<file path="config.mk">
export PLATFORM = sky130hd
export DESIGN_NAME = strseq_top
export DESIGN_NICKNAME = d
export VERILOG_FILES = /design/src/rtl/strseq_pkg.sv /design/src/rtl/strseq_addr_step.sv /design/src/rtl/strseq_overlap.sv /design/src/rtl/strseq_lane.sv /design/src/rtl/strseq_top.sv
export SDC_FILE = /design/constraint.sdc
export NUM_CORES = 1
export LEC_CHECK = 0
export BUFFER_PORTS_ARGS = -buffer_cell sky130_fd_sc_hd__buf_2
export CAP_MARGIN = 5
export CORE_ASPECT_RATIO = 2
export CORE_UTILIZATION = 35
export DETAILED_ROUTE_END_ITERATION = 16
export GPL_ROUTABILITY_DRIVEN = 0
export PLACE_DENSITY = 0.69
export SETUP_SLACK_MARGIN = 0.05
export SLEW_MARGIN = 40
export SYNTH_ARGS = -nofsm -noshare
export SYNTH_HDL_FRONTEND = slang
export SYNTH_SLANG_ARGS = --single-unit
</file>
<file path="constraint.sdc">
create_clock -name clk -period 8.52 [get_ports clk]
set_input_delay 1.704 -clock clk [delete_from_list [all_inputs] [get_ports clk]]
set_output_delay 1.704 -clock clk [all_outputs]
set_load 0.01 [all_outputs]
</file>
<file path="src/rtl/strseq_pkg.sv">
package strseq_pkg;

    localparam int REG_IDX_W = 5;
    localparam int WORD_W    = 32;

    typedef enum logic [1:0] {
        SQ_IDLE,
        SQ_MOVE,
        SQ_FIN
    } sq_state_e;

    typedef struct packed {
        logic store;
        logic mode32;
        logic reject;
    } sq_ctl_t;

    // Bit offset of a trailing byte within the word: 24, 16, 8.
    function automatic logic [4:0] lane_shift(input logic [1:0] lane);
        return 5'(5'd24 - {lane, 3'b000});
    endfunction

endpackage

</file>
<file path="src/rtl/strseq_addr_step.sv">
module strseq_addr_step #(
    parameter int ADDR_W = 64
) (
    input  logic [ADDR_W-1:0] addr_in,
    input  logic [2:0]        incr,
    input  logic              mode32,
    output logic [ADDR_W-1:0] addr_out
);
    logic [ADDR_W-1:0] sum;

    assign sum = addr_in + ADDR_W'(incr);

    generate
        if (ADDR_W > 32) begin : g_wide
            assign addr_out = mode32 ? {{(ADDR_W-32){1'b0}}, sum[31:0]} : sum;
        end else begin : g_narrow
            logic unused_mode;
            assign unused_mode = mode32;
            assign addr_out = sum;
        end
    endgenerate
endmodule

</file>
<file path="src/rtl/strseq_overlap.sv">
module strseq_overlap #(
    parameter int CNT_W = 7
) (
    input  logic             check_en,
    input  logic [CNT_W-1:0] count,
    input  logic [4:0]       first_reg,
    input  logic [4:0]       base_reg,
    input  logic [4:0]       index_reg,
    output logic             reject
);
    localparam int NW = (CNT_W + 1 > 6) ? CNT_W + 1 : 6;

    logic [NW-1:0] nregs;
    logic [4:0]    dist_base, dist_index;
    logic          hit_base, hit_index;

    assign nregs      = NW'((NW'(count) + NW'(3)) >> 2);
    assign dist_base  = base_reg - first_reg;
    assign dist_index = index_reg - first_reg;
    assign hit_base   = (base_reg != 5'd0) && (NW'(dist_base) < nregs);
    assign hit_index  = NW'(dist_index) < nregs;
    assign reject     = check_en && (count != '0) && (hit_base || hit_index);
endmodule

</file>
<file path="src/rtl/strseq_lane.sv">
module strseq_lane
    import strseq_pkg::*;
(
    input  logic        word,
    input  logic [1:0]  lane,
    input  logic [31:0] mem_rdata,
    input  logic [31:0] rf_rdata,
    input  logic [31:0] acc,
    output logic [31:0] mem_wdata,
    output logic [31:0] rf_wdata
);
    logic [4:0]  sh;
    logic [31:0] base_val;

    assign sh       = lane_shift(lane);
    assign base_val = (lane == 2'd0) ? 32'h0 : acc;

    always_comb begin
        if (word) begin
            rf_wdata  = mem_rdata;
            mem_wdata = rf_rdata;
        end else begin
            rf_wdata  = base_val | (32'(mem_rdata[7:0]) << sh);
            mem_wdata = {24'h0, 8'(rf_rdata >> sh)};
        end
    end
endmodule

</file>
<file path="src/rtl/strseq_top.sv">
module strseq_top
    import strseq_pkg::*;
#(
    parameter int ADDR_W = 64,
    parameter int CNT_W  = 7
) (
    input  logic              clk,
    input  logic              rst,
    input  logic              start,
    input  logic              start_store,
    input  logic              start_indexed,
    input  logic              start_mode32,
    input  logic [ADDR_W-1:0] start_addr,
    input  logic [CNT_W-1:0]  start_count,
    input  logic [4:0]        start_reg,
    input  logic [4:0]        base_reg,
    input  logic [4:0]        index_reg,
    output logic              mem_req_valid,
    input  logic              mem_req_ready,
    output logic              mem_req_write,
    output logic              mem_req_word,
    output logic [ADDR_W-1:0] mem_req_addr,
    output logic [31:0]       mem_req_wdata,
    input  logic [31:0]       mem_rdata,
    output logic [4:0]        rf_addr,
    output logic              rf_we,
    output logic [31:0]       rf_wdata,
    input  logic [31:0]       rf_rdata,
    output logic              busy,
    output logic              done,
    output logic              invalid
);
    sq_state_e         st;
    sq_ctl_t           ctl;
    logic [ADDR_W-1:0] cur_addr, next_addr;
    logic [CNT_W-1:0]  remain, remain_next;
    logic [4:0]        cur_reg;
    logic [1:0]        lane;
    logic [31:0]       acc;
    logic              is_word, hs, reject;

    assign is_word     = remain >= CNT_W'(4);
    assign hs          = (st == SQ_MOVE) && mem_req_ready;
    assign remain_next = remain - (is_word ? CNT_W'(4) : CNT_W'(1));

    strseq_addr_step #(.ADDR_W(ADDR_W)) u_step (
        .addr_in (cur_addr),
        .incr    (is_word ? 3'd4 : 3'd1),
        .mode32  (ctl.mode32),
        .addr_out(next_addr)
    );

    strseq_overlap #(.CNT_W(CNT_W)) u_ovl (
        .check_en (start_indexed),
        .count    (start_count),
        .first_reg(start_reg),
        .base_reg (base_reg),
        .index_reg(index_reg),
        .reject   (reject)
    );

    strseq_lane u_lane (
        .word     (is_word),
        .lane     (lane),
        .mem_rdata(mem_rdata),
        .rf_rdata (rf_rdata),
        .acc      (acc),
        .mem_wdata(mem_req_wdata),
        .rf_wdata (rf_wdata)
    );

    always_ff @(posedge clk) begin
        if (rst) begin
            st       <= SQ_IDLE;
            ctl      <= '0;
            cur_addr <= '0;
            remain   <= '0;
            cur_reg  <= '0;
            lane     <= '0;
            acc      <= '0;
        end else begin
            case (st)
                SQ_IDLE: begin
                    if (start) begin
                        ctl.store  <= start_store;
                        ctl.mode32 <= start_mode32;
                        ctl.reject <= reject;
                        cur_addr   <= start_addr;
                        remain     <= start_count;
                        cur_reg    <= start_reg;
                        lane       <= 2'd0;
                        acc        <= '0;
                        st         <= (reject || start_count == '0) ? SQ_FIN : SQ_MOVE;
                    end
                end
                SQ_MOVE: begin
                    if (hs) begin
                        cur_addr <= next_addr;
                        remain   <= remain_next;
                        acc      <= rf_wdata;
                        if (is_word) cur_reg <= cur_reg + 5'd1;
                        else         lane    <= lane + 2'd1;
                        if (remain_next == '0) st <= SQ_FIN;
                    end
                end
                default: begin
                    st         <= SQ_IDLE;
                    ctl.reject <= 1'b0;
                end
            endcase
        end
    end

    assign mem_req_valid = (st == SQ_MOVE);
    assign mem_req_write = ctl.store;
    assign mem_req_word  = is_word;
    assign mem_req_addr  = cur_addr;
    assign rf_addr       = cur_reg;
    assign rf_we         = hs && !ctl.store;
    assign busy          = (st == SQ_MOVE);
    assign done          = (st == SQ_FIN);
    assign invalid       = (st == SQ_FIN) && ctl.reject;
endmodule

</file>
Word level (Yosys, flattened, before mapping)
Cells that the tools add are included.
- add/sub/neg operators: 8
- order comparisons: 3
- equal/unequal tests: 7
- shifts and indexed selects: 2
- muxes and demuxes: 30
- bitwise operators: 2
- reductions and logical operators: 22
- operators by type and width (cell ; number):
    two-way mux 64 bit ; 3
    two-way mux 32 bit ; 5
    case mux 64 bit (2 select lines) ; 1
    adder 64 x 3 -> 64 bit ; 1
    case mux 32 bit (2 select lines) ; 1
    bitwise OR 32 bit ; 1
    << shifter 8 x 5 -> 32 bit ; 1
    >> shifter 32 x 5 -> 8 bit ; 1
    two-way mux 5 bit ; 3
    logical NOT 7 bit ; 2
    two-way mux 2 bit ; 7
    two-way mux 7 bit ; 2
    case mux 7 bit (2 select lines) ; 1
    less-than comparator 5 x 6 -> 1 bit ; 2
    case mux 5 bit (2 select lines) ; 1
    subtractor 5 bit ; 2
    adder 7 x 2 -> 8 bit (second input constant) ; 1
    case mux 2 bit (2 select lines) ; 2
    AND reduction 4 bit ; 2
    greater-or-equal comparator 7 x 3 -> 1 bit (second input constant) ; 1
    nonzero test 7 bit ; 1
    subtractor 7 x 3 -> 7 bit ; 1
    logical AND 1 bit ; 6
    two-way mux 3 bit ; 2
    17 further kinds ; 24
- bits in registers: 115
- input port bits: 157
- output and inout port bits: 140
- word-level logic and storage cells: 83

Depth between registers and ports, before layout
- depth in word-level cells: 9
- depth in mapped cells: 14
- gate-level depth less buffers: 12

Cells and area by module
Synthesis repeated with hierarchy kept, for this count alone.
- cell total of the unflattened synthesis: 1155
- area total of the unflattened synthesis: 8364.3 µm²
- modules (own cells, without submodules) (module ; times used ; cells each ; area each (µm²) ; sequential area each (µm²)):
    strseq_top ; 1 ; 655 ; 5109.9 ; 2302.2
    strseq_addr_step ; 1 ; 267 ; 1720.4 ; 0.0
    strseq_lane ; 1 ; 159 ; 929.6 ; 0.0
    strseq_overlap ; 1 ; 74 ; 604.3 ; 0.0

Least setup slack after synthesis
No wires, ideal clock.
- path kind: input port to output port
- start point: input mem_req_ready
- end point: output rf_we
- arrival time: 2.522 ns
- data required time: 6.816 ns
- slack: 4.294 ns
- stages: 4
- path buffers: 2
- path through: and2_1 > clkbuf_1 > clkbuf_1 > nor2b_1
- word-level cells in the longest chain between the ends: 2
- ends and longest elaborated chain (item ; RTL line ; text):
    start: declaration ; strseq_top.sv:19 ; input logic mem_req_ready,
    logical AND 1 bit ; strseq_top.sv:43 ; assign hs = (st == SQ_MOVE) && mem_req_ready;
    logical AND 1 bit ; strseq_top.sv:119 ; assign rf_we = hs && !ctl.store;
    end: declaration ; strseq_top.sv:26 ; output logic rf_we,
Every way passes these cells.

Worst setup path in the final report
- start point: register remain[3]
- end point: output rf_wdata[6]
- word-level cells in the longest chain between the ends: 2
- ends and longest elaborated chain (item ; RTL line ; text):
    start: declaration ; strseq_top.sv:36 ; logic [CNT_W-1:0] remain, remain_next;
    start signal: assignment ; strseq_top.sv:89 ; remain <= start_count;
    start signal: assignment ; strseq_top.sv:99 ; remain <= remain_next;
    greater-or-equal comparator 7 x 3 -> 1 bit ; strseq_top.sv:42 ; assign is_word = remain >= CNT_W'(4);
    two-way mux 32 bit ; strseq_lane.sv:19 ; if (word) begin
    end: declaration ; strseq_top.sv:27 ; output logic [31:0] rf_wdata,
Every way passes these cells.

==> out/summary.txt <==
Clock root buffer = clkbuf_16
Post-synthesis mux area share = 1.899%
Hold Path Depth = 2
Worst-path clk slew = 0.06 ns
Initial core utilization = 35.68%
Mapped Cells = 1,084
Hold Path End = remain[1]
CP Max Fanout = 41
RSZ-0062 raised after global routing = false
Max incr delay on CP = 0.47 ns
MaxCap Viol Count = 0
DP HPWL = 22,750 um
TritonCTS buffer count = 17
Cell with the most instances after synthesis = nor2_1
Slew headroom = 49.10%
Synth Area in Adders = 4.115%
DRC = 0
Core Box Area = 22,160 sq um
FP Rows = 77
Crit path cell chain = or3_1, nor3_2, buf_4, inv_1, buf_4, nor2_1, a22o_1, buf_2
Vias in the first global route = 9,343
Simple-Gate Fraction of Synth Area = 29.06%
Final ANT Viol Nets = 0
Seq cells post-synth = 115
H-tree depth = 4
Clk_skew = 0.01167 ns
Largest family of logic cells by synthesized area = simple AND/OR/NAND/NOR gates
Worst setup margin = 3.374 ns
Hold buffer count at CTS = 0
Die height = 214.6 um
Total global routing track utilization = 26.73%
Commonest cells in the netlist = 165 x nor2_1, 115 x dfxtp_1, 91 x nand2_1
Die W = 108.3 um
Fin area = 10,200 sq um
Post-Synth XOR/XNOR Area = 2.216%
CTS tree = built
1st-iter DRT viols = 589
Inst Count DP = 1,590
Crit path kind = register to primary output
Mean Syn Cell Area = 7.294 sq um
Slew Limit Fails = 0
Worst R2R End = mem_req_addr[46]
WL/cell = 18.92 um
Worst hold-check path type = register to register
Seq/Total Area, Yosys = 29.12%
Ys async rst share = 0%
Synth area leaders = dfxtp_1 29%, nor2_1 7.8%, a21oi_1 5.6%
Top FF cell, synth = dfxtp_1
Placed inst area = 9574 sq um
Critical path arrival = 3.44 ns
Wirelength, routed = 30,730 um
R2R Path Start = remain[3]
Area fraction of the dominant cell type after synthesis = 29.12%
Syn Nets = 1,265
Area leader, netlist = dfxtp_1
R2r setup slk = 4.01 ns
Clock buffer depth = 2
Die area = 23,230 sq um
Post-placement setup slack = 3.855 ns
Grt total ovfl = 0
Compound-cell area share of the yosys netlist = 28.52%
Maximum clock rate = 194.3 MHz
Worst setup SP type = register
Via density = 5.932
Vias = 9,633
CP max stage cell = nor2_1
Util after Layout = 46.04%
Clk_lat worst skew = 0.43 ns
Final setup vio count = 0
Final min period = 5.146 ns
Initial antenna violation count = 1
Netlist Area Pre-Place = 7906 sq um
HP Start = remain[1]
Largest net degree at the start of global routing = 86
Fin crit share = 60.40%
Worst reg2reg path depth = 11
Least-Margin Pin Slew = 0.7626 ns
Synth unique cells = 70
EDFF count, synth = 0
Nets = 1,514
I/O pins = 297
Top cell by count, worst path = buf_4
Peak VDD IR = 124.7 uV
Resize count post-CTS = 0
Fin. Hold Viols = 0
Outcome = finished clean
First drt pass iteration count = 5
Sink Count = 115
Area Overhead vs Synth = 29.02%
Synthesis warning total = 0
Req. time, crit path = 6.82 ns
IO Port Bufs = 296
Post-CTS Setup Inserts = 0
Share of post-route cells with drive strength above 1 = 26.97%
Global-route wire length before repair = 48,290 um
Pwr/cell area = 219.5 nW/um^2
Fin cells = 1,624
Final setup TNS = 0 ns
Leakage = 4.347 nW
Setup crit end kind = primary output
-- logic make-up after synthesis --
logic type	count (synthesis)
AO/OA/AOI/OAI	337
XOR/XNOR	20
adder cells (fa/ha/maj)	25
buffers and inverters	103
flip-flops	115
multiplexers	15
AND/OR/NAND/NOR	469
-- through the flow --
stage / hold WS, ns / power [W]
3_5_place_dp: 0.4630 / 0.001474
2_1_floorplan: 0.4398 / 0.001168
6_report: 0.4709 / 0.002239
5_1_grt: 0.5097 / 0.002365
4_1_cts: 0.4703 / 0.002250
3_3_place_gp: 0.4580 / 0.001462
-- how the worst max path moves through the flow --
stage	from	end	slack, ns
after floorplan	mem_req_ready	rf_we	4.29
after global placement	remain[3]	rf_wdata[6]	3.89
after detailed placement	remain[3]	rf_wdata[6]	3.85
after CTS	remain[3]	rf_wdata[6]	3.36
after global routing	remain[3]	rf_wdata[6]	3.06
final	remain[3]	rf_wdata[6]	3.37
-- placed cells by master, fill, tap and decap left out, types with 13 or more instances in the layout --
cell type,count
and3_1,24
xnor2_1,13
buf_2,295
inv_1,24
nor3_1,32
mux2i_1,15
a22oi_1,44
nand2_1,91
nand3_1,37
a221oi_1,25
o22ai_1,15
dfxtp_1,115
and2_1,31
o21ai_0,44
nand4_1,24
clkbuf_16,17
a211oi_1,13
ha_1,22
a21oi_1,87
a31oi_1,13
nor2_1,164
-- power breakdown --
part           switching (W)  internal [W]  leakage, nW
clock               0.000282      0.000489        0.290
sequential         0.0000729      0.000593        0.942
combinational       0.000490      0.000312         3.12
-- worst max-delay path, delay by kind of cell (launching register included) --
family,cells,cell delay (ns)
AOI/OAI and AO/OA,1,0.26
DFF,1,0.38
buffers and inverters,4,1.27
and+or+nand+nor,3,1.04
-- flip-flops by register name (all words and copies together), names as in the netlist --
name	flops
acc	32
ctl	2
lane	2
mem_req_addr	64
mem_req_write	1
remain	7
rf_addr	5
st	2
-- per-layer routing --
layer | track usage (%) | wire [um] | part of all wire [%] | vias to the layer above
met5 | 0 | 0 | 0 | -
met4 | 18.42 | 1938 | 6.3 | 0
met3 | 5.198 | 1872 | 6.1 | 124
met2 | 48.05 | 16220 | 53 | 443
met1 | 26.89 | 10690 | 35 | 4519
li1 | - | - | - | 4547
-- final cells by class --
type | instances | area [sq um]
clock buffers | 19 | 432.9
flip-flops and latches | 115 | 2302
fillers | 2282 | 11960
diodes | 2 | 5.005
repair buffers | 308 | 1590
clock inverters | 13 | 182.7
multi-input cells | 866 | 5249
inverters | 25 | 93.84
well taps | 276 | 345.3
Power figures use the tool's default switching activity.
